### config.mk
export PLATFORM = sky130hd
export DESIGN_NAME = i2s_slave_tx
export DESIGN_NICKNAME = d
export VERILOG_FILES = /design/src/rtl/i2s_tx_pkg.sv /design/src/rtl/i2s_tx_sync.sv /design/src/rtl/i2s_tx_hold.sv /design/src/rtl/i2s_tx_shift.sv /design/src/rtl/i2s_slave_tx.sv
export SDC_FILE = /design/constraint.sdc
export NUM_CORES = 1
export LEC_CHECK = 0
export ABC_CLOCK_PERIOD_IN_PS = 1800
export BUFFER_PORTS_ARGS = -buffer_cell sky130_fd_sc_hd__buf_2
export CAP_MARGIN = 0
export CORE_MARGIN = 2
export CORE_UTILIZATION = 45
export DETAILED_ROUTE_END_ITERATION = 8
export HOLD_SLACK_MARGIN = 0.08
export SYNTH_ARGS = -nofsm -noshare
export SYNTH_HDL_FRONTEND = slang
export SYNTH_SLANG_ARGS = --single-unit
### constraint.sdc
create_clock -name clk_i -period 1.8 [get_ports clk_i]
set_input_delay 0.27 -clock clk_i [delete_from_list [all_inputs] [get_ports clk_i]]
set_output_delay 0.27 -clock clk_i [all_outputs]
set_load 0.1 [all_outputs]
### src/rtl/i2s_tx_pkg.sv
`timescale 1ns/1ps
package i2s_tx_pkg;
  typedef enum logic [1:0] {
    TX_IDLE  = 2'd0,
    TX_SHIFT = 2'd1,
    TX_HALT  = 2'd2
  } tx_state_e;
endpackage

### src/rtl/i2s_tx_sync.sv
`timescale 1ns/1ps
module i2s_tx_sync #(
  parameter int unsigned W      = 2,
  parameter int unsigned STAGES = 2
) (
  input  logic         clk_i,
  input  logic         rst_ni,
  input  logic [W-1:0] d_i,
  output logic [W-1:0] q_o
);
  logic [W-1:0] stg [STAGES];

  always_ff @(posedge clk_i or negedge rst_ni) begin
    if (!rst_ni) stg[0] <= '0;
    else         stg[0] <= d_i;
  end

  for (genvar g = 1; g < STAGES; g++) begin : g_stage
    always_ff @(posedge clk_i or negedge rst_ni) begin
      if (!rst_ni) stg[g] <= '0;
      else         stg[g] <= stg[g-1];
    end
  end

  assign q_o = stg[STAGES-1];
endmodule

### src/rtl/i2s_tx_hold.sv
`timescale 1ns/1ps
module i2s_tx_hold #(
  parameter int unsigned DW = 16
) (
  input  logic          clk_i,
  input  logic          rst_ni,
  input  logic          en_i,
  input  logic          wr_fire_i,
  input  logic [DW-1:0] wr_data_i,
  input  logic          take_i,
  output logic [DW-1:0] data_o,
  output logic          empty_o
);
  logic [DW-1:0] data_q;
  logic          empty_q;

  always_ff @(posedge clk_i or negedge rst_ni) begin
    if (!rst_ni) begin
      data_q  <= '0;
      empty_q <= 1'b1;
    end else if (!en_i) begin
      empty_q <= 1'b1;
    end else begin
      if (take_i) empty_q <= 1'b1;
      // a write in the same cycle as a failed load still fills the buffer
      if (wr_fire_i) begin
        data_q  <= wr_data_i;
        empty_q <= 1'b0;
      end
    end
  end

  assign data_o  = data_q;
  assign empty_o = empty_q;
endmodule

### src/rtl/i2s_tx_shift.sv
`timescale 1ns/1ps
module i2s_tx_shift
  import i2s_tx_pkg::*;
#(
  parameter int unsigned DW = 16
) (
  input  logic          clk_i,
  input  logic          rst_ni,
  input  logic          en_i,
  input  logic          sck_i,
  input  logic          ws_i,
  input  logic          empty_i,
  input  logic [DW-1:0] hold_i,
  output logic          take_o,
  output logic          sd_o,
  output logic          busy_o,
  output logic          chan_o,
  output logic          urerr_o
);
  localparam int unsigned CW = (DW > 2) ? $clog2(DW) : 1;
  localparam logic [CW-1:0] LAST_IDX = CW'(DW - 1);

  tx_state_e     st_q;
  logic [DW-1:0] sh_q;
  logic [CW-1:0] cnt_q;
  logic          sck_d_q;
  logic          ws_prev_q;
  logic          ws_seen_q;
  logic          pend_q;
  logic          sd_q;
  logic          chan_q;

  logic fall, load_now;

  assign fall     = sck_d_q & ~sck_i;
  assign load_now = en_i & fall & pend_q & (st_q != TX_HALT);
  assign take_o   = load_now & ~empty_i;

  always_ff @(posedge clk_i or negedge rst_ni) begin
    if (!rst_ni) sck_d_q <= 1'b0;
    else         sck_d_q <= sck_i;
  end

  always_ff @(posedge clk_i or negedge rst_ni) begin
    if (!rst_ni) begin
      st_q      <= TX_IDLE;
      sh_q      <= '0;
      cnt_q     <= '0;
      ws_prev_q <= 1'b0;
      ws_seen_q <= 1'b0;
      pend_q    <= 1'b0;
      sd_q      <= 1'b0;
      chan_q    <= 1'b0;
    end else if (!en_i) begin
      st_q      <= TX_IDLE;
      sh_q      <= '0;
      cnt_q     <= '0;
      ws_prev_q <= 1'b0;
      ws_seen_q <= 1'b0;
      pend_q    <= 1'b0;
      sd_q      <= 1'b0;
      chan_q    <= 1'b0;
    end else if (fall && st_q != TX_HALT) begin
      if (pend_q) begin
        pend_q <= 1'b0;
        if (empty_i) begin
          st_q <= TX_HALT;
          sd_q <= 1'b0;
        end else begin
          st_q   <= TX_SHIFT;
          sh_q   <= hold_i;
          sd_q   <= hold_i[DW-1];
          cnt_q  <= LAST_IDX;
          chan_q <= ws_prev_q;
        end
      end else if (st_q == TX_SHIFT) begin
        if (cnt_q != '0) begin
          sh_q  <= {sh_q[DW-2:0], 1'b0};
          sd_q  <= sh_q[DW-2];
          cnt_q <= cnt_q - 1'b1;
        end else begin
          st_q <= TX_IDLE;
          sd_q <= 1'b0;
        end
      end
      // boundary seen now, MSB goes out on the following falling edge
      if (ws_seen_q && (ws_i != ws_prev_q)) pend_q <= 1'b1;
      ws_prev_q <= ws_i;
      ws_seen_q <= 1'b1;
    end
  end

  assign sd_o    = sd_q;
  assign busy_o  = (st_q == TX_SHIFT);
  assign chan_o  = chan_q;
  assign urerr_o = (st_q == TX_HALT);
endmodule

### src/rtl/i2s_slave_tx.sv
`timescale 1ns/1ps
module i2s_slave_tx #(
  parameter int unsigned DATA_W      = 16,
  parameter int unsigned SYNC_STAGES = 2
) (
  input  logic              clk_i,
  input  logic              rst_ni,
  input  logic              en_i,
  input  logic              err_ie_i,
  input  logic              wr_valid_i,
  input  logic [DATA_W-1:0] wr_data_i,
  output logic              wr_ready_o,
  input  logic              sck_i,
  input  logic              ws_i,
  output logic              sd_o,
  output logic              tbe_o,
  output logic              busy_o,
  output logic              chan_o,
  output logic              urerr_o,
  output logic              irq_o
);
  logic [1:0]        pins_s;
  logic [DATA_W-1:0] hold_data;
  logic              empty, take, wr_fire, urerr;

  i2s_tx_sync #(.W(2), .STAGES(SYNC_STAGES)) u_sync (
    .clk_i  (clk_i),
    .rst_ni (rst_ni),
    .d_i    ({ws_i, sck_i}),
    .q_o    (pins_s)
  );

  assign wr_ready_o = en_i & empty;
  assign wr_fire    = wr_valid_i & wr_ready_o;

  i2s_tx_hold #(.DW(DATA_W)) u_hold (
    .clk_i     (clk_i),
    .rst_ni    (rst_ni),
    .en_i      (en_i),
    .wr_fire_i (wr_fire),
    .wr_data_i (wr_data_i),
    .take_i    (take),
    .data_o    (hold_data),
    .empty_o   (empty)
  );

  i2s_tx_shift #(.DW(DATA_W)) u_shift (
    .clk_i   (clk_i),
    .rst_ni  (rst_ni),
    .en_i    (en_i),
    .sck_i   (pins_s[0]),
    .ws_i    (pins_s[1]),
    .empty_i (empty),
    .hold_i  (hold_data),
    .take_o  (take),
    .sd_o    (sd_o),
    .busy_o  (busy_o),
    .chan_o  (chan_o),
    .urerr_o (urerr)
  );

  assign tbe_o   = empty;
  assign urerr_o = urerr;
  assign irq_o   = urerr & err_ie_i;
endmodule

==> flow_summary.yaml, run 1 <==
run_status:
  status: "finished clean"
layout:
  area_growth_pct: 19.9
  utilization: 0.563
  final_common_cell: "dfrtp_1"
  final_cell_area_um2: 2660
  layout_common_cells: "dfrtp_1 (47), buf_2 (26), a21oi_1 (22), mux2_2 (16), mux2i_1 (14)"
  nets: 244
  num_antenna_cells: 0
  stdcell_count: 288
  drive_above_1_share: 0.371
grt:
  antenna_found_initial: 0
  grt_pass1_wl_um: 7440
  grt_start_max_net_pins: 23
  grt_overflow: 0
  grtUsageTotal: 0.180
  grt_pass1_vias: 1516
synth:
  synth_edf_count: 0
  ys_warn_count: 0
  syn_area_um2: 2220
  ys_types: 36
  synth_flop_cell: "dfrtp_1"
  async_flop_share: 1.00
  synth.avg_cell_area_um2: 12.1
  synth_cells: 184
  ys_ff_latch: 48
  synth_fp_nets: 208
  yosysSeqAreaShare: 0.542
setup_path:
  critPathSlowestCell: "dfrtp_1"
  crit_path_start: "u_shift.cnt_q[0]"
  worstPathRequired_ns: 2.00
  end_kind: "flop"
  cp-start-kind: "flop"
  r2r-start: "u_shift.cnt_q[0]"
  cp_max_fo: 19
  path_class: "reg2reg"
  slowest_delay_ns: 0.41
  path_cells: "inv_1 > ha_1 > a311oi_2 > buf_6 > a21oi_1 > a311oi_1"
  worstPathArrival_ns: 1.85
drt:
  routed_wl_um: 4540
  wire_per_inst_um: 15.8
  vias_per_cell: 5.36
  dr_total_vias: 1544
  ant_nets: 0
  drc_errors: 0
  first_iter_violations: 81
  drt_pass1_iterations: 5
floorplanning:
  initial_core_util: 0.470
  io_pins: 30
  coreArea_um2: 4720
  die_y_um: 74.2
  die_width_um: 74.2
  die_area_um2: 5510
  num_rows: 25
flow_run:
  cap_violations: 0
timing:
  setup_viol: 0
  hold_viol_final: 0
  slew_violations: 0
  hold_slack_ns: 0.202
  worst_pin_slew_ns: 0.487
  period_minus_slack_ns: 1.64
  period_share: 0.914
  skew_ns: 0.00966
  maxSlewHeadroom: 0.677
  clock.fmax_mhz: 608
clocking:
  clk_root_buffer_cell: "clkbuf_8"
  cts_tree: "yes"
  path_clk_slew_ns: 0.09
  cts_buffers: 5
  htree_levels: 2
  clock-sinks: 48
  cts_buffer_depth: 2
  insertion_delay_ns: 0.29
worst_hold_path:
  hold_path_class: "in2reg"
  worstHoldStart: "wr_data_i[1]"
place:
  finalWeightedCongestion: 0.784
  place_inst: 277
  dp_hpwl_um: 3170
  placement.cell_area_um2: 2510
  port_buffers: 29
power_and_ir_drop:
  vdd_ir_drop_max_mv: 0.545
  leakage_nw: 1.13
  power-per-cell-area_nw_per_um2: 823
## final cells by class
class	count	area [µm²]
sequential	48	1210
clock buffer	6	72.6
fill	402	2060
multi-input combinational	118	943
timing repair buffer	41	292
clock inverter	2	35.0
inverter	6	26.3
tap	67	83.8
## synth_stat cells (4+ instances only)
| cell type | n | area share |
|---|---|---|
| a211oi_1 | 4 | 0.014 |
| mux2i_1 | 14 | 0.063 |
| a211oi_2 | 10 | 0.056 |
| nor2_1 | 7 | 0.012 |
| dfrtp_1 | 47 | 0.53 |
| inv_1 | 5 | 0.0085 |
| buf_2 | 6 | 0.014 |
| nand2_1 | 5 | 0.0085 |
| mux2_2 | 16 | 0.081 |
| nor2b_1 | 4 | 0.011 |
| a21oi_1 | 22 | 0.050 |
| nand3_1 | 4 | 0.0090 |
## power breakdown
| part | internal, mW | total (mW) | leakage [nW] | switching (mW) |
|---|---|---|---|---|
| Clock | 0.413 | 0.758 | 0.0552 | 0.345 |
| Combinational | 0.108 | 0.225 | 0.458 | 0.117 |
| Sequential | 1.16 | 1.21 | 0.619 | 0.0455 |
## flip-flops by register name (all words and copies together) (netlist names), 2 cells and up
| name | count |
|---|---|
| u_sync.stg | 2 |
| u_sync.q_o | 2 |
| u_shift.cnt_q | 4 |
| u_shift.st_q | 2 |
| u_shift.sh_q | 15 |
| u_hold.data_o | 16 |
## per-layer routing
metal / routed length, µm / GRT usage / part of all wire
met4: 64 / 0.0694 / 0.014
met5: 0 / 0 / 0
met1: 2220 / 0.245 / 0.49
met2: 2180 / 0.283 / 0.48
met3: 71 / 0.0434 / 0.016
## path summary, 6_finish.rpt
path | slack (ns) | endpoint | cells after the start
min in group asynchronous | 0.44 | u_shift.st_q[0] | 2
hold reg to reg | 0.36 | u_sync.q_o[1] | 0
setup / recovery | 0.16 | u_shift.cnt_q[1] | 6
max in group asynchronous | 0.72 | u_hold.empty_o | 3
setup reg to reg | 0.16 | u_shift.cnt_q[1] | 6
hold / removal | 0.20 | u_hold.data_o[1] | 2
## critical path, delay by kind of cell, from the launching register on
family          cells  cell delay, ns
compound gates      3            0.61
fa+ha+maj           1            0.25
buf+inv             2            0.29
flops               1            0.41
## cell families after synthesis
logic type / after synthesis / share of synthesized area
mux: 30 / 0.144
compound gates: 52 / 0.180
simple gates: 34 / 0.0795
flops: 48 / 0.542
xor+xnor: 1 / 0.00395
buf+inv: 18 / 0.0440
fa+ha+maj: 1 / 0.00564
## metrics by stage
step | setup TNS [ns] | setup slack, ns | power (mW)
after CTS | 0 | 0.0517 | 2.22
after global routing | -0.00206 | -0.00206 | 2.29
final | 0 | 0.155 | 2.19
after detailed placement | 0 | 0.129 | 1.45
after global placement | 0 | 0.210 | 1.44
after floorplan | -0.551 | -0.0521 | 1.36
## repair_timing
action                                 in CTS  in global routing
setup buffers                               0                  0
endpoints found under the hold margin      19                  0
pin swaps                                   0                  1
setup endpoints to repair                   1                  9
hold buffers                                3                  0
resized for setup                           1                  2
(Power assumes the default switching activity.)
==> inputs of run 2 (changes only) <==
--- a/config.mk
+++ b/config.mk
@@ -8,10 +8,13 @@
 export ABC_CLOCK_PERIOD_IN_PS = 1800
 export BUFFER_PORTS_ARGS = -buffer_cell sky130_fd_sc_hd__buf_2
 export CAP_MARGIN = 0
+export CELL_PAD_IN_SITES_DETAIL_PLACEMENT = 0
+export CELL_PAD_IN_SITES_GLOBAL_PLACEMENT = 1
 export CORE_MARGIN = 2
 export CORE_UTILIZATION = 45
 export DETAILED_ROUTE_END_ITERATION = 8
 export HOLD_SLACK_MARGIN = 0.08
+export PLACE_DENSITY_LB_ADDON = 0.1
 export SYNTH_ARGS = -nofsm -noshare
 export SYNTH_HDL_FRONTEND = slang
 export SYNTH_SLANG_ARGS = --single-unit
==> run 2 against run 1 <==
  * Sequential share of layout area is 0.21 points higher
  * First-iteration DRC count rose by 91%
  * Hold slack gained 0.00071 ns
  * Via count grew 0.58%
  * Core utilization is 0.26 points lower
  * Combinational power barely moved
  * Clock power down 3.8%
  * Die area stayed put
  * Clock skew shrank 0.0055 ns
  * Clock-buffer cell count decreased by 1
  * Flip-flop and latch count unchanged
  * Fmax shrank 1.9%
==> flow_summary.yaml, run 2 (synthesized netlist as in run 1, its figures left out) <==
run_status:
  status: "finished clean"
drt:
  vias_per_cell: 5.45
  dr_total_vias: 1553
  ant_nets: 0
  routed_wl_um: 4420
  drt_pass1_iterations: 4
  wire_per_inst_um: 15.5
  first_iter_violations: 155
  drc_errors: 0
setup_path:
  end_kind: "flop"
  r2r_end: "u_shift.cnt_q[1]"
  path_cells: "inv_1 > ha_1 > a311oi_2 > buf_4 > a21oi_1 > a311oi_1"
  rrSetupSlack_ns: 0.12
  path_class: "reg2reg"
  worstPathArrival_ns: 1.88
  critical-path-top-delay-family: "compound AO/OA/AOI/OAI gates"
  r2r-start: "u_shift.cnt_q[0]"
  crit_path_start: "u_shift.cnt_q[0]"
  worstPathRequired_ns: 2.00
  r2r.worst_path.cells: 6
  cp_max_fo: 19
  cp_num_cells: 6
  slowest_delay_ns: 0.40
  endpoint: "u_shift.cnt_q[1]"
  crit_buf_inv: 2
  critPathSlowestCell: "dfrtp_1"
  cp-start-kind: "flop"
place:
  placement.cell_area_um2: 2510
  port_buffers: 29
  post-place-ws_ns: 0.144
  finalWeightedCongestion: 0.774
  place_inst: 276
  dp_hpwl_um: 3090
power_and_ir_drop:
  finalPower_mw: 2.16
  vdd_ir_drop_max_mv: 0.460
  power-per-cell-area_nw_per_um2: 817
  leakage_nw: 1.13
floorplanning:
  initial_core_util: 0.470
  coreArea_um2: 4720
  die_area_um2: 5510
  io_pins: 30
  die_width_um: 74.2
  num_rows: 25
  die_y_um: 74.2
layout:
  stdcell_count: 285
  nets: 243
  drive_above_1_share: 0.367
  area_growth_pct: 19.3
  num_antenna_cells: 0
  final_common_cell: "dfrtp_1"
  final_cell_area_um2: 2650
  largest_register_ffs: 16
  utilization: 0.560
  layout_common_cells: "dfrtp_1 (47), buf_2 (26), a21oi_1 (22), mux2_2 (16), mux2i_1 (14)"
clocking:
  cts_tree: "yes"
  insertion_delay_ns: 0.29
  clk_root_buffer_cell: "clkbuf_8"
  cts_buffer_depth: 2
  path_clk_slew_ns: 0.08
  htree_levels: 2
  cts_setup_buffers: 0
  clock-sinks: 48
  cts_buffers: 5
timing:
  rsz0062_at_grt: "false"
  period_share: 0.931
  timing.setup.tns_ns: 0
  hold_viol_final: 0
  setup_ws_ns: 0.124
  slew_violations: 0
  skew_ns: 0.00420
  setup_viol: 0
  worst_pin_slew_ns: 0.558
  clock.fmax_mhz: 597
  maxSlewHeadroom: 0.628
  period_minus_slack_ns: 1.68
  hold_slack_ns: 0.202
grt:
  antenna_found_initial: 0
  grt_pass1_vias: 1583
  grt_start_max_net_pins: 27
  grt_overflow: 0
  grt_pass1_wl_um: 7710
  grtUsageTotal: 0.185
flow_run:
  cap_violations: 0
worst_hold_path:
  hold_path_class: "in2reg"
==> run 2: timing repair <==
action,4_1_cts,5_1_grt
hold buffers,3,0
gates resized for setup,0,2
endpoints found under the hold margin,24,0
endpoints found under the setup margin,0,2
==> run 2: final cells by class <==
type	count	area, µm²
Inverter	6	26.3
Tap cell	67	83.8
Fill cell	425	2080
Timing Repair Buffer	40	293
Sequential cell	48	1210
Clock inverter	1	30.0
Multi-Input combinational cell	118	938
Clock buffer	5	68.8
==> run 2: worst min-delay path by stage <==
stage / start / endpoint / slack (ns) / cells past startpoint
4_1_cts: wr_data_i[5] / u_hold.data_o[5] / 0.19 / 2
2_1_floorplan: rst_ni / u_hold.data_o[0] / -0.03 / 0
3_5_place_dp: rst_ni / u_shift.st_q[1] / 0.30 / 1
5_1_grt: wr_data_i[3] / u_hold.data_o[3] / 0.19 / 2
3_3_place_gp: rst_ni / u_shift.st_q[0] / 0.29 / 1
6_report: wr_data_i[5] / u_hold.data_o[5] / 0.20 / 2
==> run 2: power breakdown <==
| part | total (mW) | switching (mW) | internal (mW) |
|---|---|---|---|
| Clock | 0.729 | 0.330 | 0.399 |
| Combinational | 0.226 | 0.116 | 0.110 |
| Sequential | 1.21 | 0.0471 | 1.16 |
==> run 2: per-layer routing <==
layer	up-vias	global-route usage	routed length, µm
met3	6	0.0420	162
li1	736	-	-
met2	31	0.297	2210
met1	780	0.248	1990
met5	-	0	0
met4	0	0.0714	55
